### config.mk
export PLATFORM = sky130hd
export DESIGN_NAME = stb_srq_unit
export DESIGN_NICKNAME = d
export VERILOG_FILES = /design/src/rtl/stb_pkg.sv /design/src/rtl/masked_summary.sv /design/src/rtl/status_assembler.sv /design/src/rtl/srq_edge_ctrl.sv /design/src/rtl/stb_srq_unit.sv
export SDC_FILE = /design/constraint.sdc
export NUM_CORES = 1
export LEC_CHECK = 0
export BUFFER_PORTS_ARGS = -buffer_cell sky130_fd_sc_hd__clkbuf_2
export CAP_MARGIN = 25
export CORE_MARGIN = 2
export CORE_UTILIZATION = 28
export CTS_CLUSTER_SIZE = 30
export DETAILED_ROUTE_END_ITERATION = 12
export HOLD_SLACK_MARGIN = 0.15
export MAX_ROUTING_LAYER = met4
export PLACE_DENSITY = 0.78
export SLEW_MARGIN = 20
export SYNTH_ARGS = -nofsm -noshare
export SYNTH_HDL_FRONTEND = slang
export SYNTH_HIERARCHICAL = 1
export SYNTH_SLANG_ARGS = --single-unit
### constraint.sdc
create_clock -name clk -period 1.5 [get_ports clk]
set_input_delay 0.375 -clock clk [delete_from_list [all_inputs] [get_ports clk]]
set_output_delay 0.375 -clock clk [all_outputs]
set_load 0.1 [all_outputs]
### src/rtl/stb_pkg.sv
package stb_pkg;

    localparam int STB_W     = 8;
    localparam int BIT_ERRQ  = 2;
    localparam int BIT_QUES  = 3;
    localparam int BIT_MAV   = 4;
    localparam int BIT_ESUM  = 5;
    localparam int BIT_MSS   = 6;
    localparam int BIT_OPER  = 7;

    localparam logic [STB_W-1:0] MSS_ONEHOT = STB_W'(1) << BIT_MSS;
    localparam logic [STB_W-1:0] MASK_KEEP  = ~MSS_ONEHOT;

    typedef struct packed {
        logic [STB_W-1:0] mask;
    } mask_state_t;

    typedef struct packed {
        logic [STB_W-1:0] prev;
        logic             req;
    } srq_state_t;

endpackage

### src/rtl/masked_summary.sv
module masked_summary #(
    parameter int W     = 16,
    parameter int GROUP = 4
) (
    input  logic [W-1:0] evt_i,
    input  logic [W-1:0] en_i,
    output logic         any_o
);
    localparam int NGRP = (W + GROUP - 1) / GROUP;
    localparam int PADW = NGRP * GROUP;

    logic [PADW-1:0] hit;
    logic [NGRP-1:0] grp_any;

    always_comb begin
        hit        = '0;
        hit[W-1:0] = evt_i & en_i;
    end

    for (genvar g = 0; g < NGRP; g++) begin : g_grp
        assign grp_any[g] = |hit[g*GROUP +: GROUP];
    end

    assign any_o = |grp_any;
endmodule

### src/rtl/status_assembler.sv
module status_assembler
    import stb_pkg::*;
(
    input  logic             errq_i,
    input  logic             mav_i,
    input  logic             ques_sum_i,
    input  logic             esr_sum_i,
    input  logic             oper_sum_i,
    input  logic [STB_W-1:0] mask_i,
    output logic [STB_W-1:0] stb_o
);
    logic [STB_W-1:0] base;

    for (genvar b = 0; b < STB_W; b++) begin : g_bit
        if (b == BIT_ERRQ) begin : g_errq
            assign base[b] = errq_i;
        end else if (b == BIT_QUES) begin : g_ques
            assign base[b] = ques_sum_i;
        end else if (b == BIT_MAV) begin : g_mav
            assign base[b] = mav_i;
        end else if (b == BIT_ESUM) begin : g_esum
            assign base[b] = esr_sum_i;
        end else if (b == BIT_OPER) begin : g_oper
            assign base[b] = oper_sum_i;
        end else begin : g_zero
            assign base[b] = 1'b0;
        end
    end

    always_comb begin
        stb_o          = base;
        stb_o[BIT_MSS] = |(base & mask_i & MASK_KEEP);
    end
endmodule

### src/rtl/srq_edge_ctrl.sv
module srq_edge_ctrl
    import stb_pkg::*;
(
    input  logic             clk,
    input  logic             rst,
    input  logic [STB_W-1:0] stb_i,
    input  logic [STB_W-1:0] en_i,
    input  logic             ack_i,
    output logic             srq_o
);
    srq_state_t       st_d, st_q;
    logic [STB_W-1:0] rise_d;

    always_comb begin
        st_d   = st_q;
        rise_d = stb_i & ~st_q.prev & en_i & MASK_KEEP;
        st_d.prev = stb_i;
        if (|rise_d) begin
            st_d.req = 1'b1;
        end else if (ack_i) begin
            st_d.req = 1'b0;
        end
    end

    always_ff @(posedge clk) begin
        if (rst) begin
            st_q <= '0;
        end else begin
            st_q <= st_d;
        end
    end

    assign srq_o = st_q.req;

    p_set_wins_r10: assert property (@(posedge clk) disable iff (rst)
        (ack_i && (|rise_d)) |=> srq_o);
endmodule

### src/rtl/stb_srq_unit.sv
module stb_srq_unit
    import stb_pkg::*;
#(
    parameter int QUES_W = 16,
    parameter int OPER_W = 16,
    parameter int ESR_W  = 8
) (
    input  logic              clk,
    input  logic              rst,
    input  logic              err_q_nonempty,
    input  logic              msg_ready,
    input  logic [QUES_W-1:0] ques_evt,
    input  logic [QUES_W-1:0] ques_en,
    input  logic [OPER_W-1:0] oper_evt,
    input  logic [OPER_W-1:0] oper_en,
    input  logic [ESR_W-1:0]  esr_evt,
    input  logic [ESR_W-1:0]  esr_en,
    input  logic              mask_wr_en,
    input  logic [7:0]        mask_wr_data,
    input  logic              poll_ack,
    output logic [7:0]        status_byte,
    output logic [7:0]        mask_rd,
    output logic              srq
);
    mask_state_t      m_d, m_q;
    logic             ques_sum, oper_sum, esr_sum;
    logic [STB_W-1:0] stb_w;

    always_comb begin
        m_d = m_q;
        if (mask_wr_en) begin
            m_d.mask = mask_wr_data & MASK_KEEP;
        end
    end

    always_ff @(posedge clk) begin
        if (rst) begin
            m_q <= '0;
        end else begin
            m_q <= m_d;
        end
    end

    masked_summary #(.W(QUES_W)) u_ques (
        .evt_i(ques_evt), .en_i(ques_en), .any_o(ques_sum));
    masked_summary #(.W(OPER_W)) u_oper (
        .evt_i(oper_evt), .en_i(oper_en), .any_o(oper_sum));
    masked_summary #(.W(ESR_W))  u_esr  (
        .evt_i(esr_evt),  .en_i(esr_en),  .any_o(esr_sum));

    status_assembler u_asm (
        .errq_i     (err_q_nonempty),
        .mav_i      (msg_ready),
        .ques_sum_i (ques_sum),
        .esr_sum_i  (esr_sum),
        .oper_sum_i (oper_sum),
        .mask_i     (m_q.mask),
        .stb_o      (stb_w)
    );

    srq_edge_ctrl u_srq (
        .clk   (clk),
        .rst   (rst),
        .stb_i (stb_w),
        .en_i  (m_q.mask),
        .ack_i (poll_ack),
        .srq_o (srq)
    );

    assign status_byte = stb_w;
    assign mask_rd     = m_q.mask;

    p_mask_write_r7: assert property (@(posedge clk) disable iff (rst)
        mask_wr_en |=> (mask_rd == ($past(mask_wr_data) & 8'hBF)));

    p_mask_hold_r7: assert property (@(posedge clk) disable iff (rst)
        !mask_wr_en |=> $stable(mask_rd));

    p_rise_sets_r8: assert property (@(posedge clk) disable iff (rst)
        (|(status_byte & ~$past(status_byte) & mask_rd & 8'hBF)) |=> srq);

    p_no_spurious_r9: assert property (@(posedge clk) disable iff (rst)
        (!srq && !(|(status_byte & ~$past(status_byte) & mask_rd & 8'hBF))) |=> !srq);

    p_hold_until_ack_r10: assert property (@(posedge clk) disable iff (rst)
        (srq && !poll_ack) |=> srq);

    p_ack_clears_r10: assert property (@(posedge clk) disable iff (rst)
        (poll_ack && !$past(rst) && $stable(status_byte)) |=> !srq);

    p_reset_state_r11: assert property (@(posedge clk)
        rst |=> (!srq && mask_rd == 8'h00));

    p_low_bits_r1: assert property (@(posedge clk) disable iff (rst)
        status_byte[1:0] == 2'b00);
endmodule

# --- Yosys cells after proc, flatten, opt, wreduce, memory -nomap -nowiden ---
# Cells that the tools add are included.
classes:
  reduce_logical: 6
  bitwise_logic: 7
  mux: 2
op_table:
  columns: ["operator", "count"]
  rows:
  - ["16-bit AND", 2]
  - ["8-bit AND", 4]
  - ["16-bit OR reduction", 2]
  - ["7-bit OR reduction", 2]
  - ["8-bit NOT", 1]
  - ["8-bit OR reduction", 1]
  - ["1-bit two-way mux", 2]
  - ["2-bit nonzero test", 1]
totals:
  output_inout_bits: 17
  input_bits: 94
  regBits: 16
  elab_cells: 19

# --- Depth between registers and ports, before layout ---
depth:
  ltp_word: 8
  mapped_depth: 7
  mapped_depth_nobuf: 6

# --- By module ---
# The synthesis kept the hierarchy.
modules_own_cells:
  columns: ["mod", "seq_area_each_um2", "area_each_um2", "instances", "cells_per_inst"]
  rows:
  - ["srq_edge_ctrl", 160.2, 279.0, 1, 28]
  - ["stb_srq_unit", 140.1, 259.0, 1, 24]
  - ["masked_summary at u_oper ...", 0.0, 101.3, 2, 9]
  - ["status_assembler", 0.0, 77.6, 1, 11]
  - ["masked_summary at u_esr", 0.0, 36.3, 1, 5]

# --- Least setup slack after synthesis ---
# OpenSTA, ideal clock, no wires.
synth_timing:
  path_type: "register to output"
  startpoint: "reg m_q, in the netlist mask_rd[2]"
  endpoint: "out status_byte[6]"
  stages_incl_launch_ff: 3
  required_ns: 1.125
  arrival_ns: 1.919
  n_path_buf: 0
  setup_slack_ns: -0.794
  path_cell_list: "dfxtp_1 > a222oi_1 > nand2_1"
synth_via:
  elab_chain_len: 2
synth_lines:
  columns: ["element", "line", "rtl"]
  rows:
  - ["start, declared", "stb_srq_unit.sv:25", "mask_state_t m_d, m_q;"]
  - ["start signal, assigned", "stb_srq_unit.sv:40", "m_q <= m_d;"]
  - ["8-bit AND", "status_assembler.sv:32", "stb_o[BIT_MSS] = |(base & mask_i & MASK_KEEP);"]
  - ["7-bit OR reduction", "status_assembler.sv:32", null]
  - ["end, declared", "stb_srq_unit.sv:21", "output logic [7:0] status_byte,"]
# Every way passes these cells.

# --- Final worst setup path ---
layout_timing:
  startpoint: "in oper_evt[0]"
  endpoint: "out status_byte[6]"
layout_via:
  elab_chain_len: 4
layout_lines:
  columns: ["element", "line", "rtl"]
  rows:
  - ["start, declared", "stb_srq_unit.sv:14", "input logic [OPER_W-1:0] oper_evt,"]
  - ["16-bit AND", "masked_summary.sv:17", "hit[W-1:0] = evt_i & en_i;"]
  - ["16-bit OR reduction", "masked_summary.sv:24", "assign any_o = |grp_any;"]
  - ["8-bit AND", "status_assembler.sv:32", null]
  - ["7-bit OR reduction", "status_assembler.sv:32", null]
# Every way passes these cells.

==> results by group <==
Critical path
  • CP Class: in -> out
  • CP cell instances: clkbuf_2, a22o_1, a221oi_2, nand4_1, a222oi_1, buf_4, nand2_4, buf_12
  • CP max stage cell: a222oi_1
  • Max FO, Critical Path: 2
  • Count of buffer and inverter cells on the critical path: 3
  • Crit path largest cell delay: 0.25 ns
  • Worst Path Required: 1.12 ns
  • Worst Setup End Kind: primary output
  • Worst Path Arrival: 1.68 ns
  • CP Launch Type: input pin
  • Critical path's top delay family: compound AO/OA/AOI/OAI gates

Timing
  • Final worst-path cycle share: 137%
  • Achievable frequency: 487 MHz
  • PnR worst setup slack: -0.555 ns
  • Min Tclk post-route: 2.06 ns
  • Final setup viols: 4
  • Hold Fails Final Rpt: 0
  • Worst Skew: 0.00202 ns
  • RSZ-0062 raised after global routing: yes
  • Final Slew Violations: 0

Floorplanning
  • Die ar.: 3510 um2
  • Die height: 59.2 um
  • Core area: 2980 um2
  • Die X: 59.2 um
  • Row count: 20
  • IO Pins: 111
  • Initial core utilization: 28.7%

Synthesis
  • Synth Area in Adders: 0%
  • Mean Syn Cell Area: 9.94 um2
  • Synth Area in Compound Gates: 31.3%
  • Synth Instances: 86
  • YS warnings: 6
  • Synth Area in Simple Gates: 15.2%
  • #FFs+latches synth: 15
  • Synth cell types: 18
  • Synth Area in XOR/XNOR: 0%
  • Share of the yosys chip area belonging to registers: 35.1%
  • Mux contribution to synthesized area: 8.20%
  • Area of the mapped netlist: 855 um2
  • Largest family of logic cells by synthesized area: compound AO/OA/AOI/OAI gates

CTS
  • Clk Tree Root Cell: clkbuf_4
  • CTS tree: done
  • Clock transition at path regs: 0.08 ns
  • Longest Clk Path Bufs: 2
  • CTS sink cnt: 15
  • TritonCTS Buffers: 3
  • Clk_lat worst skew: 0.28 ns
  • Max H-tree Level: 1

Finish
  • Layout cell share with drive strength beyond 1: 69.2%
  • Area growth syn-to-layout: 93.6%
  • Multi-input logic area: 510 um2
  • Register area: 307 um2
  • Diodes inserted: 0
  • Post-Route Utilization: 55.5%
  • Fillers: 297
  • Final #Nets: 290

Power and ir drop
  • Clock Power Share: 18.4%
  • Net switching power figure: 0.456 mW
  • Power per Cell Area: 738 nW/um2
  • Leakage: 0.863 nW
  • Logic gate share of total power: 45.2%
  • Overall Power: 1.22 mW
  • Worst vdd rail ir drop: 0.000311 V
  • Reg power frac: 36.5%
  • Internal: 0.764 mW
  • Switching part of the total: 37.4%

Global routing
  • GR Overflow Total: 0
  • Gr usage total: 15.3%
  • First-pass GRT wire length: 4.01 mm
  • Largest net degree at the start of global routing: 16
  • Vias in the first global route: 1,007
  • Initial antenna violation count: 0

Routing
  • Per-cell routed wire length: 12.1 um
  • TritonRoute pass-1 iters: 4
  • Routed wire length: 2.77 mm
  • Residual DRC: 0
  • Post-route ant nets: 0
  • Total number of vias: 1,086
  • DR vias/cell: 4.76
  • Starting DRC count in detailed routing: 25

Worst hold path
  • Hold Crit Class: in -> reg

Place
  • Placer's final routability congestion estimate: 0.743
  • Hpwl dp: 2.47 mm
  • IO buf count: 106
  • Place WS: -0.580 ns

Flow run
  • Max Cap Viol: 0

Run status
  • Failing checks: setup timing
  • Status: complete, but fails checks
-- worst paths after layout --
check / startpoint / endpoint / depth (start not counted) / slack, ns
min: mask_wr_data[5] / mask_rd[5]$_SDFFE_PP0P_ / 3 / 0.33
max reg2reg: mask_rd[5]$_SDFFE_PP0P_ / u_srq/srq_o$_SDFFE_PP0P_ / 3 / 0.55
min reg2reg: mask_rd[4]$_SDFFE_PP0P_ / mask_rd[4]$_SDFFE_PP0P_ / 2 / 0.54
max: oper_evt[0] / status_byte[6] / 8 / -0.56
-- logic make-up (layout without fill, tap and decap cells) --
group / after synthesis / in the layout
other: 2 / 3
multiplexers: 7 / 7
flip-flops: 15 / 15
buffers and inverters: 11 / 119
AO/OA/AOI/OAI: 26 / 26
AND/OR/NAND/NOR: 25 / 25
-- flip-flops by register name (all words and copies together) (netlist names) --
| name | count |
|---|---|
| mask_rd | 7 |
| u_srq/st_q | 7 |
| u_srq/srq_o | 1 |
-- layout by cell type, fill, tap and decap left out --
cell and instances:
clkbuf_2 91, buf_12 11, dfxtp_1 10, buf_4 10, a22o_1 8, a221oi_2 8
mux2i_1 7, nor2_1 7, nor2b_1 7, dfxtp_2 5, conb_1 3, clkbuf_4 3
a22oi_2 3, nand4_1 3, nand3b_1 3, nand2_1 3, a22oi_1 2, inv_1 2
clkbuf_1 1, buf_6 1, a222oi_1 1, nand2_4 1, o2111ai_1 1, o22ai_1 1
nand2_2 1, o22ai_2 1, o31a_1 1
-- final cells by class --
type	count	share of cell area, %
well taps	33	2.50
repair buffers	113	46.1
clock buffers	4	1.59
multi-input cells	61	30.9
inverters	2	0.454
flip-flops and latches	15	18.5
-- per-stage QoR --
stage                     TNS (ns)  area [um2]  hold WS, ns  std cells
final                        -1.14        1650        0.325        228
after CTS                    -1.19        1630        0.323        228
after floorplan             -0.520         876        0.440         87
after global routing         -1.47        1650        0.325        228
after detailed placement     -1.55        1590        0.516        223
after global placement       -1.29        1590        0.517        223
-- routing by layer --
layer	GRT usage (%)	routed length [um]	vias up	share of wire [%]
met5	-	0	-	0
met4	5.84	33	0	1.2
met3	1.75	216	4	7.8
met2	29.0	1580	60	57
met1	15.9	940	483	34
li1	-	-	539	-
-- synth_stat cells --
| master | n | area [um2] |
|---|---|---|
| o2111ai_1 | 1 | 8.76 |
| nor2_1 | 7 | 26.3 |
| buf_4 | 8 | 60.1 |
| nor2b_1 | 7 | 43.8 |
| buf_6 | 1 | 11.3 |
| dfxtp_1 | 15 | 300 |
| mux2i_1 | 7 | 70.1 |
| nand4_1 | 3 | 18.8 |
| nand2_1 | 5 | 18.8 |
| conb_1 | 2 | 7.51 |
| o22ai_1 | 2 | 12.5 |
| a22oi_1 | 5 | 37.5 |
| a22o_1 | 8 | 70.1 |
| a221oi_2 | 8 | 120 |
| o31a_1 | 1 | 8.76 |
| nand3b_1 | 3 | 22.5 |
| inv_1 | 2 | 7.51 |
| a222oi_1 | 1 | 10.0 |
-- what timing repair did --
| action | in CTS | in global routing |
|---|---|---|
| gates cloned | 0 | 0 |
| endpoints found under the hold margin | 0 | 0 |
| gates resized for setup | 1 | 5 |
| setup buffers | 1 | 0 |
| hold buffers | 0 | 0 |
| pin swaps | 2 | 4 |
| endpoints found under the setup margin | 4 | 5 |
-- power groups by stage --
stage               clock network [mW]  registers [mW]  logic (mW)
floorplan                            0           0.550       0.213
global placement                     0           0.453       0.535
detailed placement                   0           0.454       0.541
CTS                              0.228           0.445       0.546
global route                     0.253           0.448       0.582
finish                           0.224           0.445       0.551
-- tightest hold or removal path: cells and delay by family --
family	cells	cell delay (ns)
simple gates	1	0.07
mux	1	0.05
buf+inv	1	0.07
Power figures use the tool's default switching activity.
